===== src/rtl/enc_req_pkg.sv =====
package enc_req_pkg;
  localparam int ADDR_W     = 3;
  localparam int CMD_W      = 5;
  localparam int CRC_W      = 3;
  localparam int FRAME_BITS = 18;
  localparam int IDX_W      = $clog2(FRAME_BITS);

  // line positions; the receiver decodes these, so they are fixed
  localparam int POS_SYNC   = 1;
  localparam int POS_FCODE  = 4;
  localparam int POS_ADDR   = 6;
  localparam int POS_CMD    = POS_ADDR + ADDR_W;
  localparam int POS_CRC    = POS_CMD + CMD_W;
  localparam int POS_STOP   = POS_CRC + CRC_W;

  // sync bits indexed by position after the start bit
  localparam logic [2:0] SYNC_BITS  = 3'b010;
  localparam logic [1:0] FCODE_BITS = 2'b00;
  // x^3 + x + 1 without the top term
  localparam logic [CRC_W-1:0] CRC_TAPS = 3'b011;

  typedef enum logic [1:0] {
    ST_IDLE,
    ST_SETTLE,
    ST_SHIFT
  } tx_state_e;
endpackage


===== src/rtl/enc_bit_timer.sv =====
module enc_bit_timer #(
  parameter int CLKS_PER_BIT = 40
) (
  input  logic clk,
  input  logic rst,
  input  logic run,
  output logic tick
);
  localparam int CNT_W = (CLKS_PER_BIT > 1) ? $clog2(CLKS_PER_BIT) : 1;
  localparam logic [CNT_W-1:0] LAST = CNT_W'(CLKS_PER_BIT - 1);

  logic [CNT_W-1:0] cnt;

  assign tick = run && (cnt == LAST);

  always_ff @(posedge clk) begin
    if (rst || !run) begin
      cnt <= '0;
    end else if (cnt == LAST) begin
      cnt <= '0;
    end else begin
      cnt <= cnt + 1'b1;
    end
  end

  AST_TIMER_RANGE: assert property (@(posedge clk) disable iff (rst)
    cnt <= LAST);
  AST_TIMER_IDLE_ZERO: assert property (@(posedge clk) disable iff (rst)
    !run |=> (cnt == '0));
endmodule


===== src/rtl/enc_crc3.sv =====
module enc_crc3 #(
  parameter int                 W    = 3,
  parameter logic [W-1:0]       TAPS = 3'b011
) (
  input  logic         clk,
  input  logic         rst,
  input  logic         clear,
  input  logic         en,
  input  logic         din,
  output logic [W-1:0] rem
);
  logic         fb;
  logic [W-1:0] nxt;

  always_comb begin
    fb  = din ^ rem[W-1];
    nxt = {rem[W-2:0], 1'b0} ^ (fb ? TAPS : '0);
  end

  always_ff @(posedge clk) begin
    if (rst || clear) begin
      rem <= '0;
    end else if (en) begin
      rem <= nxt;
    end
  end

  AST_CRC_CLEARED: assert property (@(posedge clk) disable iff (rst)
    clear |=> (rem == '0));
  AST_CRC_HELD: assert property (@(posedge clk) disable iff (rst)
    (!clear && !en) |=> $stable(rem));
endmodule


===== src/rtl/enc_frame_mux.sv =====
module enc_frame_mux
  import enc_req_pkg::*;
(
  input  logic [IDX_W-1:0]  idx,
  input  logic [ADDR_W-1:0] addr,
  input  logic [CMD_W-1:0]  cmd,
  input  logic [CRC_W-1:0]  crc,
  output logic              bit_o,
  output logic              covered
);
  int pos;

  always_comb begin
    pos     = int'(idx);
    bit_o   = 1'b1;
    covered = 1'b0;
    if (pos == 0) begin
      bit_o = 1'b0;
    end else if (pos < POS_FCODE) begin
      bit_o = SYNC_BITS[pos - POS_SYNC];
    end else if (pos < POS_ADDR) begin
      bit_o   = FCODE_BITS[pos - POS_FCODE];
      covered = 1'b1;
    end else if (pos < POS_CMD) begin
      bit_o   = addr[pos - POS_ADDR];
      covered = 1'b1;
    end else if (pos < POS_CRC) begin
      bit_o   = cmd[pos - POS_CMD];
      covered = 1'b1;
    end else if (pos < POS_STOP) begin
      // highest coefficient leaves first
      bit_o = crc[CRC_W - 1 - (pos - POS_CRC)];
    end else begin
      bit_o = 1'b1;
    end
  end
endmodule


===== src/rtl/enc_req_tx.sv =====
module enc_req_tx
  import enc_req_pkg::*;
#(
  parameter int CLKS_PER_BIT = 40,
  parameter int SETTLE_BITS  = 1
) (
  input  logic              clk,
  input  logic              rst,
  input  logic              start_i,
  input  logic [ADDR_W-1:0] addr_i,
  input  logic [CMD_W-1:0]  cmd_i,
  output logic              ser_o,
  output logic              drv_en_o,
  output logic              busy_o,
  output logic              done_o
);
  localparam int SET_N = (SETTLE_BITS < 1) ? 1 : SETTLE_BITS;
  localparam int SET_W = (SET_N > 1) ? $clog2(SET_N) : 1;
  localparam logic [SET_W-1:0] SET_LAST = SET_W'(SET_N - 1);
  localparam logic [IDX_W-1:0] IDX_LAST = IDX_W'(FRAME_BITS - 1);

  tx_state_e         state;
  logic [ADDR_W-1:0] addr_q;
  logic [CMD_W-1:0]  cmd_q;
  logic [SET_W-1:0]  set_cnt;
  logic [IDX_W-1:0]  bit_idx;
  logic [IDX_W-1:0]  next_idx;
  logic [CRC_W-1:0]  crc_rem;
  logic              tick;
  logic              accept;
  logic              load;
  logic              nxt_bit;
  logic              nxt_cov;

  assign accept   = start_i && (state == ST_IDLE);
  assign next_idx = (state == ST_SETTLE) ? '0 : bit_idx + 1'b1;
  assign load     = tick && ((state == ST_SETTLE && set_cnt == SET_LAST) ||
                             (state == ST_SHIFT && bit_idx != IDX_LAST));

  enc_bit_timer #(
    .CLKS_PER_BIT(CLKS_PER_BIT)
  ) i_timer (
    .clk (clk),
    .rst (rst),
    .run (state != ST_IDLE),
    .tick(tick)
  );

  enc_frame_mux i_mux (
    .idx    (next_idx),
    .addr   (addr_q),
    .cmd    (cmd_q),
    .crc    (crc_rem),
    .bit_o  (nxt_bit),
    .covered(nxt_cov)
  );

  enc_crc3 #(
    .W   (CRC_W),
    .TAPS(CRC_TAPS)
  ) i_crc (
    .clk  (clk),
    .rst  (rst),
    .clear(accept),
    .en   (load && nxt_cov),
    .din  (nxt_bit),
    .rem  (crc_rem)
  );

  always_ff @(posedge clk) begin
    if (rst) begin
      state    <= ST_IDLE;
      addr_q   <= '0;
      cmd_q    <= '0;
      set_cnt  <= '0;
      bit_idx  <= '0;
      ser_o    <= 1'b1;
      drv_en_o <= 1'b0;
      busy_o   <= 1'b0;
      done_o   <= 1'b0;
    end else begin
      done_o <= 1'b0;
      case (state)
        ST_IDLE: begin
          if (accept) begin
            state    <= ST_SETTLE;
            addr_q   <= addr_i;
            cmd_q    <= cmd_i;
            set_cnt  <= '0;
            drv_en_o <= 1'b1;
            busy_o   <= 1'b1;
          end
        end
        ST_SETTLE: begin
          if (tick) begin
            if (set_cnt == SET_LAST) begin
              state   <= ST_SHIFT;
              bit_idx <= next_idx;
              ser_o   <= nxt_bit;
            end else begin
              set_cnt <= set_cnt + 1'b1;
            end
          end
        end
        ST_SHIFT: begin
          if (tick) begin
            if (bit_idx == IDX_LAST) begin
              state    <= ST_IDLE;
              ser_o    <= 1'b1;
              drv_en_o <= 1'b0;
              busy_o   <= 1'b0;
              done_o   <= 1'b1;
            end else begin
              bit_idx <= next_idx;
              ser_o   <= nxt_bit;
            end
          end
        end
        default: state <= ST_IDLE;
      endcase
    end
  end

  AST_IDLE_LINE: assert property (@(posedge clk) disable iff (rst)
    !busy_o |-> (ser_o && !drv_en_o));
  AST_ACCEPT: assert property (@(posedge clk) disable iff (rst)
    (start_i && !busy_o) |=> (busy_o && drv_en_o));
  AST_LOW_NEEDS_DRIVER: assert property (@(posedge clk) disable iff (rst)
    !ser_o |-> drv_en_o);
  AST_DONE_SINGLE: assert property (@(posedge clk) disable iff (rst)
    done_o |=> !done_o);
  AST_RELEASE_DONE: assert property (@(posedge clk) disable iff (rst)
    $fell(drv_en_o) |-> (done_o && ser_o));
  AST_FIELDS_HELD: assert property (@(posedge clk) disable iff (rst)
    busy_o |=> (!busy_o || ($stable(addr_q) && $stable(cmd_q))));
  AST_NO_RESTART: assert property (@(posedge clk) disable iff (rst)
    (busy_o && start_i) |=> (state != ST_SETTLE || $stable(set_cnt) || set_cnt != '0 || $past(state) == ST_SETTLE));
endmodule


===== config.mk =====
export PLATFORM = sky130hd
export DESIGN_NAME = enc_req_tx
export DESIGN_NICKNAME = d
export VERILOG_FILES = /design/src/rtl/enc_req_pkg.sv /design/src/rtl/enc_bit_timer.sv /design/src/rtl/enc_crc3.sv /design/src/rtl/enc_frame_mux.sv /design/src/rtl/enc_req_tx.sv
export SDC_FILE = /design/constraint.sdc
export NUM_CORES = 1
export LEC_CHECK = 0
export ABC_AREA = 0
export BUFFER_PORTS_ARGS = -buffer_cell sky130_fd_sc_hd__buf_2
export CAP_MARGIN = 25
export CORE_ASPECT_RATIO = 0.8
export CORE_UTILIZATION = 58
export CTS_BUF_LIST = sky130_fd_sc_hd__clkbuf_16
export CTS_CLUSTER_DIAMETER = 80
export DETAILED_ROUTE_END_ITERATION = 7
export PLACE_DENSITY = 0.78
export RECOVER_POWER = 25
export SKIP_LAST_GASP = 1
export SYNTH_ARGS = -nofsm -noshare
export SYNTH_HDL_FRONTEND = slang
export SYNTH_SLANG_ARGS = --single-unit

===== constraint.sdc =====
create_clock -name clk -period 3.6 [get_ports clk]
set_input_delay 0.36 -clock clk [delete_from_list [all_inputs] [get_ports clk]]
set_output_delay 0.36 -clock clk [all_outputs]
set_load 0.01 [all_outputs]

==> results.yml <==
outcome:
  outcome: "finished clean"
timing:
  drv_slew: 0
  hold_ws_ps: 344
  setup_violations: 0
  tightest_slew_ps: 771
  rsz0062_at_grt: "false"
  period_minus_slack_ps: 3250
  period_share: 0.902
  max_freq_ghz: 0.308
  finalHoldViolCount: 0
  relSlewSlack: 0.486
  fin_ws_ps: 352
  tns_ps: 0
  finClkSkew_ps: 3.54
synth:
  syn_nets: 223
  ys_types: 52
  synthFlopType: "dfxtp_1"
  synth-edff-count: 0
  yosys_warnings: 0
  ys_seq_area_frac: 0.322
  synth_area_mm2: 0.00168
  syn_area_per_cell_um2: 8.27
  async_reset_ff_frac: 0
  synth_seq_cells: 27
  syn_inst: 203
clocking:
  cts.sinks: 27
  cts_hold_buf: 0
  root_buffer: "clkbuf_16"
  clkLatencyLatePin_ps: 260
  post_cts_buffers: 0
  numCtsBuffers: 3
  clkSlewWorstSetupHoldPaths_ps: 70
  cts_resized: 0
  cts_buffer_depth: 2
  h-tree-depth: 1
  cts_tree: "yes"
detailed_routing:
  ant_nets: 0
  first_pass_iters: 4
  first_iter_violations: 115
  drt_wl_total_um: 3720
  drc: 0
  vias: 1515
  wl_per_cell_um: 14.8
  vias_per_cell: 6.01
placed_design:
  port-buffer-count: 14
  dpl.hpwl_um: 2790
  place_ws_ps: 420
  globalplace.congestion: 0.933
power:
  report.power.total_mw: 0.880
  pwr_density_cell_mw_per_mm2: 479
  peakVddDrop_mv: 0.263
  leakage_nw: 0.708
die:
  initial_core_util: 0.612
  std_cell_rows: 17
  fp.dieH_um: 50.1
  dieArea_mm2: 0.00312
  pin_count: 15
  core_area_mm2: 0.00274
  die_w_um: 62.2
critical_path:
  crit_arrival_ps: 3450
  startpoint_type: "flip-flop"
  r2r_slack_ps: 350
  critical_path_class: "flip-flop to flip-flop"
  reg2reg_from: "state[1]"
  crit_fanout: 9
  endpoint_kind: "flip-flop"
  rr_worst_depth: 12
  cp_data_required_time_ps: 3800
  endpoint: "i_crc.rem[1]"
  worstReg2RegEnd: "i_crc.rem[1]"
  crit_start: "state[1]"
job:
  cap_violations: 0
cells_and_area:
  multiInputGateArea_mm2: 0.00105
  final-seq-area_um2: 541
  fill_cells: 249
  finalNetCount: 235
  drive_gt1_frac: 0.112
  layout_common_cells: "27 x dfxtp_1, 19 x nand2_1, 18 x a21oi_1, 17 x nor2_1, 16 x nand3_1"
  antenna_cells: 0
  layout_commonest_cell: "dfxtp_1"
  area_growth_pct: 9.46
min_path:
  hp-start: "cmd_i[1]"
  worstHoldPathType: "primary input to flip-flop"
  whs_path_depth: 3
global_routing:
  grt_pass1_vias: 1490
  grt_max_degree: 24
  grtUsageTotal: 0.261
  antenna_found_initial: 0
  overflow: 0
  grt_pass1_wl_um: 6470
stage by stage:
step                utilization  cells  cell area, um^2
finish                    0.670    252             1840
global route              0.670    252             1840
CTS                       0.673    252             1850
detailed placement        0.644    248             1770
global placement          0.644    248             1770
floorplan                     -    203             1680
power breakdown:
| group | switching, mW | leakage (nW) | internal [mW] | total [mW] |
|---|---|---|---|---|
| clock network | 0.103 | 0.0423 | 0.149 | 0.252 |
| logic | 0.179 | 0.446 | 0.111 | 0.290 |
| registers | 0.0159 | 0.220 | 0.322 | 0.338 |
| total | 0.298 | 0.708 | 0.582 | 0.880 |
registers in the layout, summed over array words and instances (netlist names), 2 cells and up:
register	cells
addr_q	3
bit_idx	5
cmd_q	5
i_crc.rem	3
i_timer.cnt	6
state	2
final cells by class:
cell class / count / area share
well taps: 38 / 0.0259
inverters: 10 / 0.0204
flip-flops and latches: 27 / 0.294
multi-input cells: 156 / 0.571
clock inverters: 1 / 0.00204
clock buffers: 3 / 0.0408
repair buffers: 17 / 0.0456
Yosys cell counts, types with 4 or more instances:
library cell,n,area (um^2)
inv_1,10,37.5
o21ai_0,4,20.0
mux2i_1,9,90.1
nand2_1,19,71.3
nor2_1,17,63.8
dfxtp_1,27,541
nor3_1,6,30.0
a21oi_1,18,90.1
nand3_1,16,80.1
clkbuf_1,6,22.5
ha_1,9,113
or3_1,4,25.0
metal layers:
layer,up-vias,global-route usage,part of all wire
met5,-,0,0
met4,0,0.0775,0.010
met3,7,0.0625,0.052
met2,48,0.462,0.48
met1,713,0.315,0.46
li1,747,-,-
worst max-delay path, cell delays in order (launching register included):
cell and delay (ps):
dfxtp_1 350, inv_1 60, ha_1 310, nor2_2 380
inv_1 140, ha_1 310, xnor3_1 340, and4b_1 190
a31oi_1 200, a311oi_2 150, o41a_1 370, a211o_1 300
nand3_1 80
kinds of logic (layout without fill, tap and decap cells):
family,Yosys count,count (layout),share of synthesized area
compound gates,47,47,0.196
simple gates,82,82,0.249
xor+xnor,6,6,0.0395
mux,12,12,0.0738
fa+ha+maj,9,9,0.0671
flops,27,27,0.322
buf+inv,20,31,0.0529
worst min path at each step:
stage,endpoint,slack [ps]
global placement,i_timer.cnt[0],430
finish,cmd_q[1],340
global route,cmd_q[1],370
detailed placement,cmd_q[0],450
CTS,cmd_q[1],350
floorplan,i_timer.cnt[0],420
Note: power is estimated with default switching activity, not from simulation.
